### config.mk
export PLATFORM = sky130hd
export DESIGN_NAME = duo_phase_sched
export DESIGN_NICKNAME = d
export VERILOG_FILES = /design/src/rtl/dps_pkg.sv /design/src/rtl/dps_phase_gen.sv /design/src/rtl/dps_mem_arb.sv /design/src/rtl/dps_rd_capture.sv /design/src/rtl/duo_phase_sched.sv
export SDC_FILE = /design/constraint.sdc
export NUM_CORES = 1
export LEC_CHECK = 0
export BUFFER_PORTS_ARGS = -buffer_cell sky130_fd_sc_hd__buf_2
export CAP_MARGIN = 20
export CORE_AREA = 2 2 109 111
export CTS_CLUSTER_DIAMETER = 50
export CTS_CLUSTER_SIZE = 10
export DETAILED_ROUTE_END_ITERATION = 6
export DIE_AREA = 0 0 111 113
export PLACE_DENSITY = 0.66
export SYNTH_ARGS = -nofsm -noshare
export SYNTH_HDL_FRONTEND = slang
export SYNTH_SLANG_ARGS = --single-unit
### constraint.sdc
create_clock -name clk -period 1.84 [get_ports clk]
set_input_delay 0.184 -clock clk [delete_from_list [all_inputs] [get_ports clk]]
set_output_delay 0.184 -clock clk [all_outputs]
set_load 0.005 [all_outputs]
### src/rtl/dps_pkg.sv
package dps_pkg;

    typedef enum logic {
        PH_EVEN = 1'b0,
        PH_ODD  = 1'b1
    } phase_e;

    typedef struct packed {
        logic fetch;
        logic decode;
        logic exec;
        logic mem;
    } stage_en_t;

    typedef enum logic [1:0] {
        SRC_NONE  = 2'd0,
        SRC_FETCH = 2'd1,
        SRC_LOAD  = 2'd2
    } rd_src_e;

    // Stage pair active for a given phase; nothing when the pipeline is idle.
    function automatic stage_en_t stage_pair(input phase_e ph, input logic live);
        stage_en_t s;
        s = '0;
        if (live) begin
            if (ph == PH_EVEN) begin
                s.fetch = 1'b1;
                s.exec  = 1'b1;
            end else begin
                s.decode = 1'b1;
                s.mem    = 1'b1;
            end
        end
        return s;
    endfunction

    function automatic phase_e phase_advance(input phase_e ph, input logic live);
        phase_e n;
        n = ph;
        if (live) begin
            n = (ph == PH_EVEN) ? PH_ODD : PH_EVEN;
        end
        return n;
    endfunction

endpackage

### src/rtl/dps_phase_gen.sv
module dps_phase_gen
    import dps_pkg::*;
(
    input  logic      clk,
    input  logic      rst,
    input  logic      run_en,
    output phase_e    phase,
    output logic      live,
    output stage_en_t stages
);

    phase_e phase_q;

    assign live = run_en & ~rst;

    always_ff @(posedge clk) begin
        if (rst) begin
            phase_q <= PH_EVEN;
        end else begin
            phase_q <= phase_advance(phase_q, live);
        end
    end

    assign phase  = phase_q;
    assign stages = stage_pair(phase_q, live);

endmodule

### src/rtl/dps_mem_arb.sv
module dps_mem_arb
    import dps_pkg::*;
#(
    parameter int AW = 32,
    parameter int DW = 32,
    localparam int BW = DW / 8
) (
    input  phase_e          phase,
    input  logic            live,
    input  logic            fetch_req,
    input  logic [AW-1:0]   fetch_pc,
    input  logic            data_req,
    input  logic            data_we,
    input  logic [AW-1:0]   data_addr,
    input  logic [DW-1:0]   data_wdata,
    input  logic [BW-1:0]   data_be,
    output logic            mem_en,
    output logic            mem_we,
    output logic [AW-1:0]   mem_addr,
    output logic [DW-1:0]   mem_wdata,
    output logic [BW-1:0]   mem_be,
    output rd_src_e         issue_src
);

    logic odd;
    assign odd = (phase == PH_ODD);

    always_comb begin
        mem_en    = 1'b0;
        mem_we    = 1'b0;
        issue_src = SRC_NONE;
        if (live) begin
            if (odd) begin
                mem_en = data_req;
                mem_we = data_req & data_we;
                if (data_req && !data_we) begin
                    issue_src = SRC_LOAD;
                end
            end else begin
                mem_en = fetch_req;
                if (fetch_req) begin
                    issue_src = SRC_FETCH;
                end
            end
        end
    end

    assign mem_addr  = odd ? data_addr : fetch_pc;
    assign mem_wdata = odd ? data_wdata : '0;

    // Per-lane strobe: fetches read every lane, data accesses use caller lanes.
    for (genvar g = 0; g < BW; g++) begin : g_lane
        assign mem_be[g] = odd ? data_be[g] : 1'b1;
    end

endmodule

### src/rtl/dps_rd_capture.sv
module dps_rd_capture
    import dps_pkg::*;
#(
    parameter int DW = 32
) (
    input  logic          clk,
    input  logic          rst,
    input  rd_src_e       issue_src,
    input  logic [DW-1:0] mem_rdata,
    output logic [DW-1:0] instr_word,
    output logic          instr_valid,
    output logic [DW-1:0] load_word,
    output logic          load_valid
);

    rd_src_e pend_q;

    always_ff @(posedge clk) begin
        if (rst) begin
            pend_q      <= SRC_NONE;
            instr_word  <= '0;
            load_word   <= '0;
            instr_valid <= 1'b0;
            load_valid  <= 1'b0;
        end else begin
            pend_q      <= issue_src;
            instr_valid <= (pend_q == SRC_FETCH);
            load_valid  <= (pend_q == SRC_LOAD);
            if (pend_q == SRC_FETCH) begin
                instr_word <= mem_rdata;
            end
            if (pend_q == SRC_LOAD) begin
                load_word <= mem_rdata;
            end
        end
    end

endmodule

### src/rtl/duo_phase_sched.sv
module duo_phase_sched
    import dps_pkg::*;
#(
    parameter int AW = 32,
    parameter int DW = 32,
    localparam int BW = DW / 8
) (
    input  logic          clk,
    input  logic          rst,
    input  logic          run_en,
    output logic          en_fetch,
    output logic          en_decode,
    output logic          en_exec,
    output logic          en_mem,
    output logic          rf_strobe,
    input  logic          fetch_req,
    input  logic [AW-1:0] fetch_pc,
    input  logic          data_req,
    input  logic          data_we,
    input  logic [AW-1:0] data_addr,
    input  logic [DW-1:0] data_wdata,
    input  logic [BW-1:0] data_be,
    output logic          mem_en,
    output logic          mem_we,
    output logic [AW-1:0] mem_addr,
    output logic [DW-1:0] mem_wdata,
    output logic [BW-1:0] mem_be,
    input  logic [DW-1:0] mem_rdata,
    output logic [DW-1:0] instr_word,
    output logic          instr_valid,
    output logic [DW-1:0] load_word,
    output logic          load_valid
);

    phase_e    phase_w;
    logic      phase_bit;
    logic      live_w;
    stage_en_t stages_w;
    rd_src_e   src_w;

    dps_phase_gen u_phase (
        .clk    (clk),
        .rst    (rst),
        .run_en (run_en),
        .phase  (phase_w),
        .live   (live_w),
        .stages (stages_w)
    );

    assign phase_bit = (phase_w == PH_ODD);
    assign en_fetch  = stages_w.fetch;
    assign en_decode = stages_w.decode;
    assign en_exec   = stages_w.exec;
    assign en_mem    = stages_w.mem;
    assign rf_strobe = live_w & (phase_w == PH_EVEN);

    dps_mem_arb #(.AW(AW), .DW(DW)) u_arb (
        .phase      (phase_w),
        .live       (live_w),
        .fetch_req  (fetch_req),
        .fetch_pc   (fetch_pc),
        .data_req   (data_req),
        .data_we    (data_we),
        .data_addr  (data_addr),
        .data_wdata (data_wdata),
        .data_be    (data_be),
        .mem_en     (mem_en),
        .mem_we     (mem_we),
        .mem_addr   (mem_addr),
        .mem_wdata  (mem_wdata),
        .mem_be     (mem_be),
        .issue_src  (src_w)
    );

    dps_rd_capture #(.DW(DW)) u_cap (
        .clk         (clk),
        .rst         (rst),
        .issue_src   (src_w),
        .mem_rdata   (mem_rdata),
        .instr_word  (instr_word),
        .instr_valid (instr_valid),
        .load_word   (load_word),
        .load_valid  (load_valid)
    );

endmodule

==> results of run 1 <==
[cells in the mapped netlist]
library cell | number | area (um^2)
nand2b_1 | 102 | 638.1
and3_1 | 1 | 6.260
and2_1 | 32 | 200.2
dfxtp_1 | 69 | 1381
mux2i_1 | 65 | 650.6
nand2b_4 | 1 | 13.76
buf_2 | 4 | 20.02
buf_6 | 5 | 56.30
nor3b_2 | 1 | 12.51
and3b_1 | 2 | 17.52
mux2_2 | 32 | 360.4
and2b_2 | 1 | 8.760
clkbuf_1 | 12 | 45.04
nor2b_2 | 1 | 8.760
buf_12 | 4 | 80.08
buf_4 | 5 | 37.54
nor2_1 | 5 | 18.77
xnor2_1 | 1 | 8.760
[cell usage in the layout, fill, tap and decap left out, types with 5 or more instances in the layout]
master and n:
buf_2 278, clkbuf_16 9, diode_2 5, dfxtp_1 68, and2_1 32, buf_4 5, mux2_2 32, nor2_1 5
nand2b_1 101, mux2i_1 65
[final cells by class]
type | count | area share
Timing Repair Buffer | 285 | 0.2765
Sequential cell | 69 | 0.2602
Clock inverter | 5 | 0.01602
Clock buffer | 11 | 0.04381
Tap cell | 143 | 0.03368
Multi-Input combinational cell | 244 | 0.3674
Antenna cell | 5 | 0.002355
[worst paths after layout]
| path | startpoint | to | slack, ns |
|---|---|---|---|
| hold / removal | mem_rdata[8] | u_cap.load_word[8]$_SDFFE_PP0P_ | 0.15 |
| hold reg to reg | u_cap.load_word[19]$_SDFFE_PP0P_ | u_cap.load_word[19]$_SDFFE_PP0P_ | 0.47 |
| setup / recovery | u_phase.phase$_SDFFE_PP0P_ | mem_we | 0.12 |
| setup reg to reg | u_cap.pend_q[0]$_SDFF_PP0_ | u_cap.load_word[31]$_SDFFE_PP0P_ | 0.59 |
[worst max-delay path: stages (launching register included)]
cell	delay, ns
dfxtp_2	0.35
buf_4	0.25
and3b_1	0.25
and3_1	0.23
buf_2	0.14
[metrics by stage]
stage,cells,hold WS [ns],area [um^2]
after floorplan,343,0.3208,3565
after global placement,741,0.4557,4982
after detailed placement,741,0.4583,4982
after CTS,757,0.1332,5300
after global routing,760,0.1391,5308
final,762,0.1451,5313
[layer usage]
metal | GRT usage | vias to the layer above | part of all wire
met4 | 0.04167 | 4 | 0.0070
li1 | - | 1658 | -
met3 | 0.08623 | 10 | 0.090
met1 | 0.2621 | 1559 | 0.47
met5 | 0 | - | 0.0022
met2 | 0.2961 | 152 | 0.43
[kinds of logic after synthesis]
family | Yosys count
and+or+nand+nor | 146
muxes | 97
DFF | 69
buffers and inverters | 30
xor gates and xnor gates | 1
[report_power, final]
part           switching (mW)  internal, mW  leakage (nW)  total, mW
registers              0.0182          1.53         0.558       1.55
logic                   0.302         0.392          2.12      0.694
clock network           0.628          1.19         0.150       1.82
total                   0.948          3.11          2.83       4.06
[sequential cells by signal, indices dropped and copies added (netlist names)]
| name | flops |
|---|---|
| u_phase.phase | 1 |
| u_cap.pend_q | 2 |
| u_cap.instr_word | 32 |
| u_cap.load_valid | 1 |
| u_cap.instr_valid | 1 |
| u_cap.load_word | 32 |
==> results.yml, run 1 <==
status:
  status: "finished clean"
clocking:
  cts_setup_buffers: 0
  cts_hold_buf: 0
  clkLatencyLatePin_ns: 0.32
  cts-htree-levels: 3
  clkTransAtPathRegs_ns: 0.06
  cts_num_sinks: 69
  cts_root_buf: "clkbuf_16"
  numCtsBuffers: 9
  cts_tree: "built"
  cts.repair.resized: 0
  clockBufferDepth: 2
synth:
  synth.avg_cell_area_um2: 10.39
  synth.distinct_cells: 18
  synthSimpleGateAreaFrac: 0.2594
  synth_top_family_by_area: "multiplexers"
  syn_nets: 481
  synth_seq_area_share: 0.3875
  netlist_instances: 343
  synth.area.mux_share: 0.2836
  yosys.area_share.adder: 0
  yosys.area_share.xor_xnor: 0.002457
  ys_ff_latch: 69
  yosysWarnings: 0
  syn_area_um2: 3565
  synth_compound_area_frac: 0
job:
  max_cap_violations: 0
power:
  p_leak_nw: 2.825
  ir_drop_mv: 0.3821
  power_mw: 4.061
  power_density_nw_per_um2: 764.5
timing:
  fin_setup_tns_ns: 0
  period_share: 0.9366
  final.setup_skew_ns: 0.008182
  slew_headroom: 0.6717
  tightest_slew_ns: 0.4925
  final-max-slew-violation-count: 0
  fin_ws_ns: 0.1166
  max_freq_mhz: 580.2
  hold_viol_final: 0
  setup_violations: 0
  fin_crit_ns: 1.723
  rsz0062_at_grt: "false"
floorplanning:
  die_height_um: 113
  rows: 39
  coreArea_um2: 11270
  die_area_um2: 12540
  start_util: 0.3162
  die_x_um: 111
  pin_count: 279
setup_path:
  required_ns: 1.66
  end_kind: "output pin"
  cp.arrival_ns: 1.54
  cp-start-kind: "flip-flop"
  reg2reg_depth: 3
  criticalPathCategory: "flip-flop to output pin"
  crit_fanout: 27
grt:
  antenna_found_initial: 5
  overflow: 0
  grtUsageTotal: 0.1966
  grt_pass1_wl_um: 19090
  grt_pass1_vias: 3440
  grt_max_degree: 47
routing:
  firstDrtPassIters: 4
  avgViaCountPerCell: 4.440
  drt_wl_total_um: 12720
  vias: 3383
  drt_iter0_drc: 129
  routedWlPerCell_um: 16.69
  antenna_left: 0
  route.detailed.drc: 0
hold_path:
  hp-class: "input pin to flip-flop"
  hold_depth: 3
placed_design:
  routabilityCongestion: 0.9817
  port_buffers: 278
  hpwl_um: 10370
  dp_slack_ns: 0.4788
final_layout:
  fillers: 1090
  multi_input_comb_area_um2: 1952
  seq_area_um2: 1383
  fin_util: 0.4713
  drive_gt1_frac: 0.5489
  area_delta_synth_final_pct: 49.03
  finalNetCount: 747
No activity file was read; power rests on OpenSTA's default activity.
==> run 2, diff against run 1 <==
--- a/config.mk
+++ b/config.mk
@@ -7,12 +7,11 @@
 export LEC_CHECK = 0
 export BUFFER_PORTS_ARGS = -buffer_cell sky130_fd_sc_hd__buf_2
 export CAP_MARGIN = 20
-export CORE_AREA = 2 2 109 111
+export CORE_ASPECT_RATIO = 2
+export CORE_UTILIZATION = 30
 export CTS_CLUSTER_DIAMETER = 50
 export CTS_CLUSTER_SIZE = 10
 export DETAILED_ROUTE_END_ITERATION = 6
-export DIE_AREA = 0 0 111 113
-export PLACE_DENSITY = 0.66
 export SYNTH_ARGS = -nofsm -noshare
 export SYNTH_HDL_FRONTEND = slang
 export SYNTH_SLANG_ARGS = --single-unit
==> run 2 against run 1 <==
Against the previous run: core utilization fell by 1.6 points; worst hold slack worse by 0.044 ns; fmax increased by 0.57%; sequential power about the same; total power shrank 2.9%; register-to-register slack worse by 0.04 ns; via count up 2.0%; sequential cell count unchanged; non-clock buffer count down 1.
==> results.yml, run 2 (synthesized netlist as in run 1, its figures left out) <==
power:
  p_leak_nw: 2.817
  ir_drop_mv: 0.4990
  power_density_nw_per_um2: 744.5
setup_path:
  cp-start-kind: "flip-flop"
  required_ns: 1.66
  cp.arrival_ns: 1.53
  crit_chain: "buf_12 -> mux2_2 -> buf_2"
  regToRegSetupSlack_ns: 0.55
  r2r_start: "u_cap.pend_q[0]$_SDFF_PP0_"
  cp-endpoint: "mem_addr[10]"
  crit_path_max_incr_delay_ns: 0.50
  cp-startpoint: "u_phase.phase$_SDFFE_PP0P_"
  r2r-end: "u_cap.instr_word[21]$_SDFFE_PP0P_"
  crit_fanout: 24
  reg2reg_depth: 3
  crit_slowest_cell: "dfxtp_2"
  end_kind: "output pin"
  criticalPathCategory: "flip-flop to output pin"
clocking:
  cts_root_buf: "clkbuf_16"
  clkTransAtPathRegs_ns: 0.06
  cts_num_sinks: 69
  cts_tree: "built"
  cts_hold_buf: 0
  cts-htree-levels: 3
  clkLatencyLatePin_ns: 0.34
  cts.repair.resized: 0
  numCtsBuffers: 9
  clockBufferDepth: 2
  cts_setup_buffers: 0
status:
  status: "finished clean"
final_layout:
  instances_no_fill: 762
  multi_input_comb_area_um2: 1952
  mostFrequentLayoutCell: "buf_2"
  area_delta_synth_final_pct: 48.65
  seq_area_um2: 1383
  drive_gt1_frac: 0.5514
  fillers: 1180
  final_cell_mix: "buf_2 (278), nand2b_1 (101), dfxtp_1 (68)"
  final_area_um2: 5299
  finalNetCount: 746
  reg_top3: "u_cap.instr_word x32, u_cap.load_word x32, u_cap.pend_q x2"
routing:
  vias: 3452
  drt_wl_total_um: 14410
  route.detailed.drc: 0
  routedWlPerCell_um: 18.91
  antenna_left: 0
  avgViaCountPerCell: 4.530
  firstDrtPassIters: 4
  drt_iter0_drc: 134
placed_design:
  dp_slack_ns: 0.4816
  dp.cells: 742
  port_buffers: 278
  post_dp_cell_area_um2: 5002
  routabilityCongestion: 0.8755
  hpwl_um: 11850
floorplanning:
  die_x_um: 79.08
  die_height_um: 156.2
  pin_count: 279
  rows: 56
  die_area_um2: 12350
  coreArea_um2: 11630
  start_util: 0.3065
timing:
  tightest_slew_ns: 0.4961
  final.setup_skew_ns: 0.009114
  hold_viol_final: 0
  fin_crit_ns: 1.714
  rsz0062_at_grt: "false"
  setup_violations: 0
  slew_headroom: 0.6692
  max_freq_mhz: 583.5
  fin_ws_ns: 0.1263
  fin_setup_tns_ns: 0
  period_share: 0.9314
  final-max-slew-violation-count: 0
hold_path:
  hp-class: "input pin to flip-flop"
grt:
  grt_pass1_wl_um: 20240
  grt_max_degree: 99
  grt_pass1_vias: 3547
  grtUsageTotal: 0.2312
  overflow: 0
  antenna_found_initial: 6
job:
  max_cap_violations: 0
[run 2: worst min path at each step]
stage | cells past startpoint | start | end
floorplan | 2 | run_en | u_phase.phase$_SDFFE_PP0P_
global placement | 2 | rst | u_phase.phase$_SDFFE_PP0P_
detailed placement | 2 | rst | u_phase.phase$_SDFFE_PP0P_
CTS | 2 | rst | u_phase.phase$_SDFFE_PP0P_
global route | 2 | rst | u_phase.phase$_SDFFE_PP0P_
finish | 2 | rst | u_phase.phase$_SDFFE_PP0P_
[run 2: cell type report]
class / instances / area share
clock buffers: 11 / 0.04770
repair buffers: 284 / 0.2805
clock inverters: 5 / 0.006375
multi-input cells: 244 / 0.3684
diodes: 4 / 0.001889
flip-flops and latches: 69 / 0.2609
well taps: 145 / 0.03424
[run 2: metal layers]
layer | vias to the layer above | part of all wire | wire length [um] | track usage
met5 | - | 0.0019 | 27 | 0
met4 | 4 | 0.029 | 417 | 0.1056
met3 | 25 | 0.12 | 1679 | 0.1076
met2 | 213 | 0.45 | 6469 | 0.3584
met1 | 1560 | 0.40 | 5816 | 0.2670
li1 | 1650 | - | - | -
[run 2: worst max-delay path, delay by kind of cell (launching register included)]
family / cells / cell delay [ns]
muxes: 1 / 0.34
DFF: 1 / 0.50
buffers and inverters: 2 / 0.34
[run 2: where the power goes]
part	switching, mW	internal [mW]	total, mW	leakage [nW]
clock network	0.676	0.986	1.66	0.138
registers	0.0268	1.53	1.56	0.558
logic	0.326	0.403	0.729	2.12
[run 2: metrics by stage]
step	hold slack (ns)	power, mW	utilization
4_1_cts	0.09253	3.983	0.4547
3_3_place_gp	0.4359	2.310	0.4301
6_report	0.1010	3.945	0.4556
3_5_place_dp	0.4485	2.317	0.4301
5_1_grt	0.1112	4.096	0.4551
2_1_floorplan	0.3208	1.936	-
==> run 3, diff against run 2 <==
--- a/config.mk
+++ b/config.mk
@@ -12,6 +12,7 @@
 export CTS_CLUSTER_DIAMETER = 50
 export CTS_CLUSTER_SIZE = 10
 export DETAILED_ROUTE_END_ITERATION = 6
+export PLACE_DENSITY = 0.75
 export SYNTH_ARGS = -nofsm -noshare
 export SYNTH_HDL_FRONTEND = slang
 export SYNTH_SLANG_ARGS = --single-unit
==> run 3 against run 2 <==
Against the previous run: total power grew 6.1%; core utilization grew 0.065 points; worst setup slack gained 0.049 ns; worst hold slack lost 0.022 ns; routed wire length grew 4.1%; sequential power is essentially flat; critical path depth is the same; via count shrank 0.87%; first-iteration DRC count shrank 22%.
==> results.yml, run 3 (synthesized netlist as in run 1, its figures left out) <==
power:
  power_mw: 4.186
  internal_power_mw: 3.121
  combinationalPowerShare: 0.179
  swShare: 0.2543
  ir_drop_mv: 0.4549
  p_sw_mw: 1.064
  power_density_nw_per_um2: 788.8
  pwr-share-seq: 0.370
  p_leak_nw: 2.830
  pwr-share-clk: 0.451
routing:
  route.detailed.drc: 0
  avgViaCountPerCell: 4.497
  drt_wl_total_um: 15000
  firstDrtPassIters: 4
  drt_iter0_drc: 105
  antenna_left: 0
  routedWlPerCell_um: 19.71
  vias: 3422
timing:
  period_share: 0.9048
  final.setup_skew_ns: 0.003937
  tightest_slew_ns: 0.5096
  slew_headroom: 0.6602
  max_freq_mhz: 600.7
  fin_setup_tns_ns: 0
  final-max-slew-violation-count: 0
  fin_ws_ns: 0.1752
  holdWs_ns: 0.07910
  setup_violations: 0
  rsz0062_at_grt: "false"
  fin_crit_ns: 1.665
  hold_viol_final: 0
hold_path:
  hold_depth: 2
  hp-class: "input pin to flip-flop"
clocking:
  cts.repair.resized: 0
  cts_setup_buffers: 0
  cts_hold_buf: 0
  cts_root_buf: "clkbuf_16"
  clockBufferDepth: 2
  clkLatencyLatePin_ns: 0.33
  clkTransAtPathRegs_ns: 0.06
  cts_tree: "built"
  cts-htree-levels: 3
  numCtsBuffers: 9
  cts_num_sinks: 69
placed_design:
  hpwl_um: 12580
  dp.cells: 744
  port_buffers: 278
  routabilityCongestion: 0.8295
  dp_slack_ns: 0.5325
floorplanning:
  pin_count: 279
  die_area_um2: 12350
  coreArea_um2: 11630
  die_height_um: 156.2
  start_util: 0.3065
  rows: 56
  die_x_um: 79.08
setup_path:
  crit_chain: "buf_12 -> mux2_2 -> buf_2"
  crit_path_max_incr_delay_ns: 0.42
  reg2reg_depth: 3
  crit_slowest_cell: "dfxtp_2"
  crit_fanout: 20
  required_ns: 1.66
  end_kind: "output pin"
  regToRegSetupSlack_ns: 0.56
  criticalPathCategory: "flip-flop to output pin"
  cp-start-kind: "flip-flop"
  cp.arrival_ns: 1.48
grt:
  grt_pass1_vias: 3541
  grt_max_degree: 57
  grtUsageTotal: 0.2394
  antenna_found_initial: 2
  grt_pass1_wl_um: 20690
  overflow: 0
final_layout:
  drive_gt1_frac: 0.5528
  final_cell_mix: "buf_2 (278), nand2b_1 (101), dfxtp_1 (68)"
  area_delta_synth_final_pct: 48.86
  mostFrequentLayoutCell: "buf_2"
  reg_top3: "u_cap.instr_word x32, u_cap.load_word x32, u_cap.pend_q x2"
  instances_no_fill: 761
  finalNetCount: 748
job:
  max_cap_violations: 0
status:
  status: "finished clean"
run 3: routing by layer:
layer,GRT usage,vias to the layer above,share of wire
met3,0.09825,11,0.12
met2,0.3781,213,0.45
met4,0.07532,0,0.012
li1,-,1646,-
met5,0,-,0
met1,0.2927,1552,0.43
run 3: worst paths after layout:
check,start,to
worst max-delay path,u_phase.phase$_SDFFE_PP0P_,mem_addr[30]
worst min-delay path,rst,u_phase.phase$_SDFFE_PP0P_
worst max register to register,u_cap.pend_q[0]$_SDFF_PP0_,u_cap.instr_word[20]$_SDFFE_PP0P_
worst min register to register,u_cap.load_word[2]$_SDFFE_PP0P_,u_cap.load_word[2]$_SDFFE_PP0P_
run 3: final cells by class:
type,count,area (um^2)
sequential,69,1383
clock buffer,9,225.2
antenna,1,2.502
timing repair buffer,286,1464
clock inverter,7,98.84
tap,145,181.4
fill,1172,6325
multi-input combinational,244,1952
run 3: critical path, delay by kind of cell, from the launching register on:
kind                   cells  cell delay (ns)
DFF                        1             0.42
muxes                      1             0.39
buffers and inverters      2             0.33
run 3: power by group through the flow:
stage	Sequential [mW]	Clock, mW	Combinational, mW
detailed placement	1.58	0	0.755
global placement	1.58	0	0.748
floorplan	1.58	0	0.357
finish	1.55	1.89	0.749
CTS	1.55	1.93	0.759
global route	1.55	1.99	0.808
run 3: per-stage QoR:
stage,cell area (um^2),utilization
after floorplan,3565,-
after global placement,4980,0.4281
after detailed placement,4980,0.4281
after CTS,5304,0.4560
after global routing,5304,0.4560
final,5306,0.4562
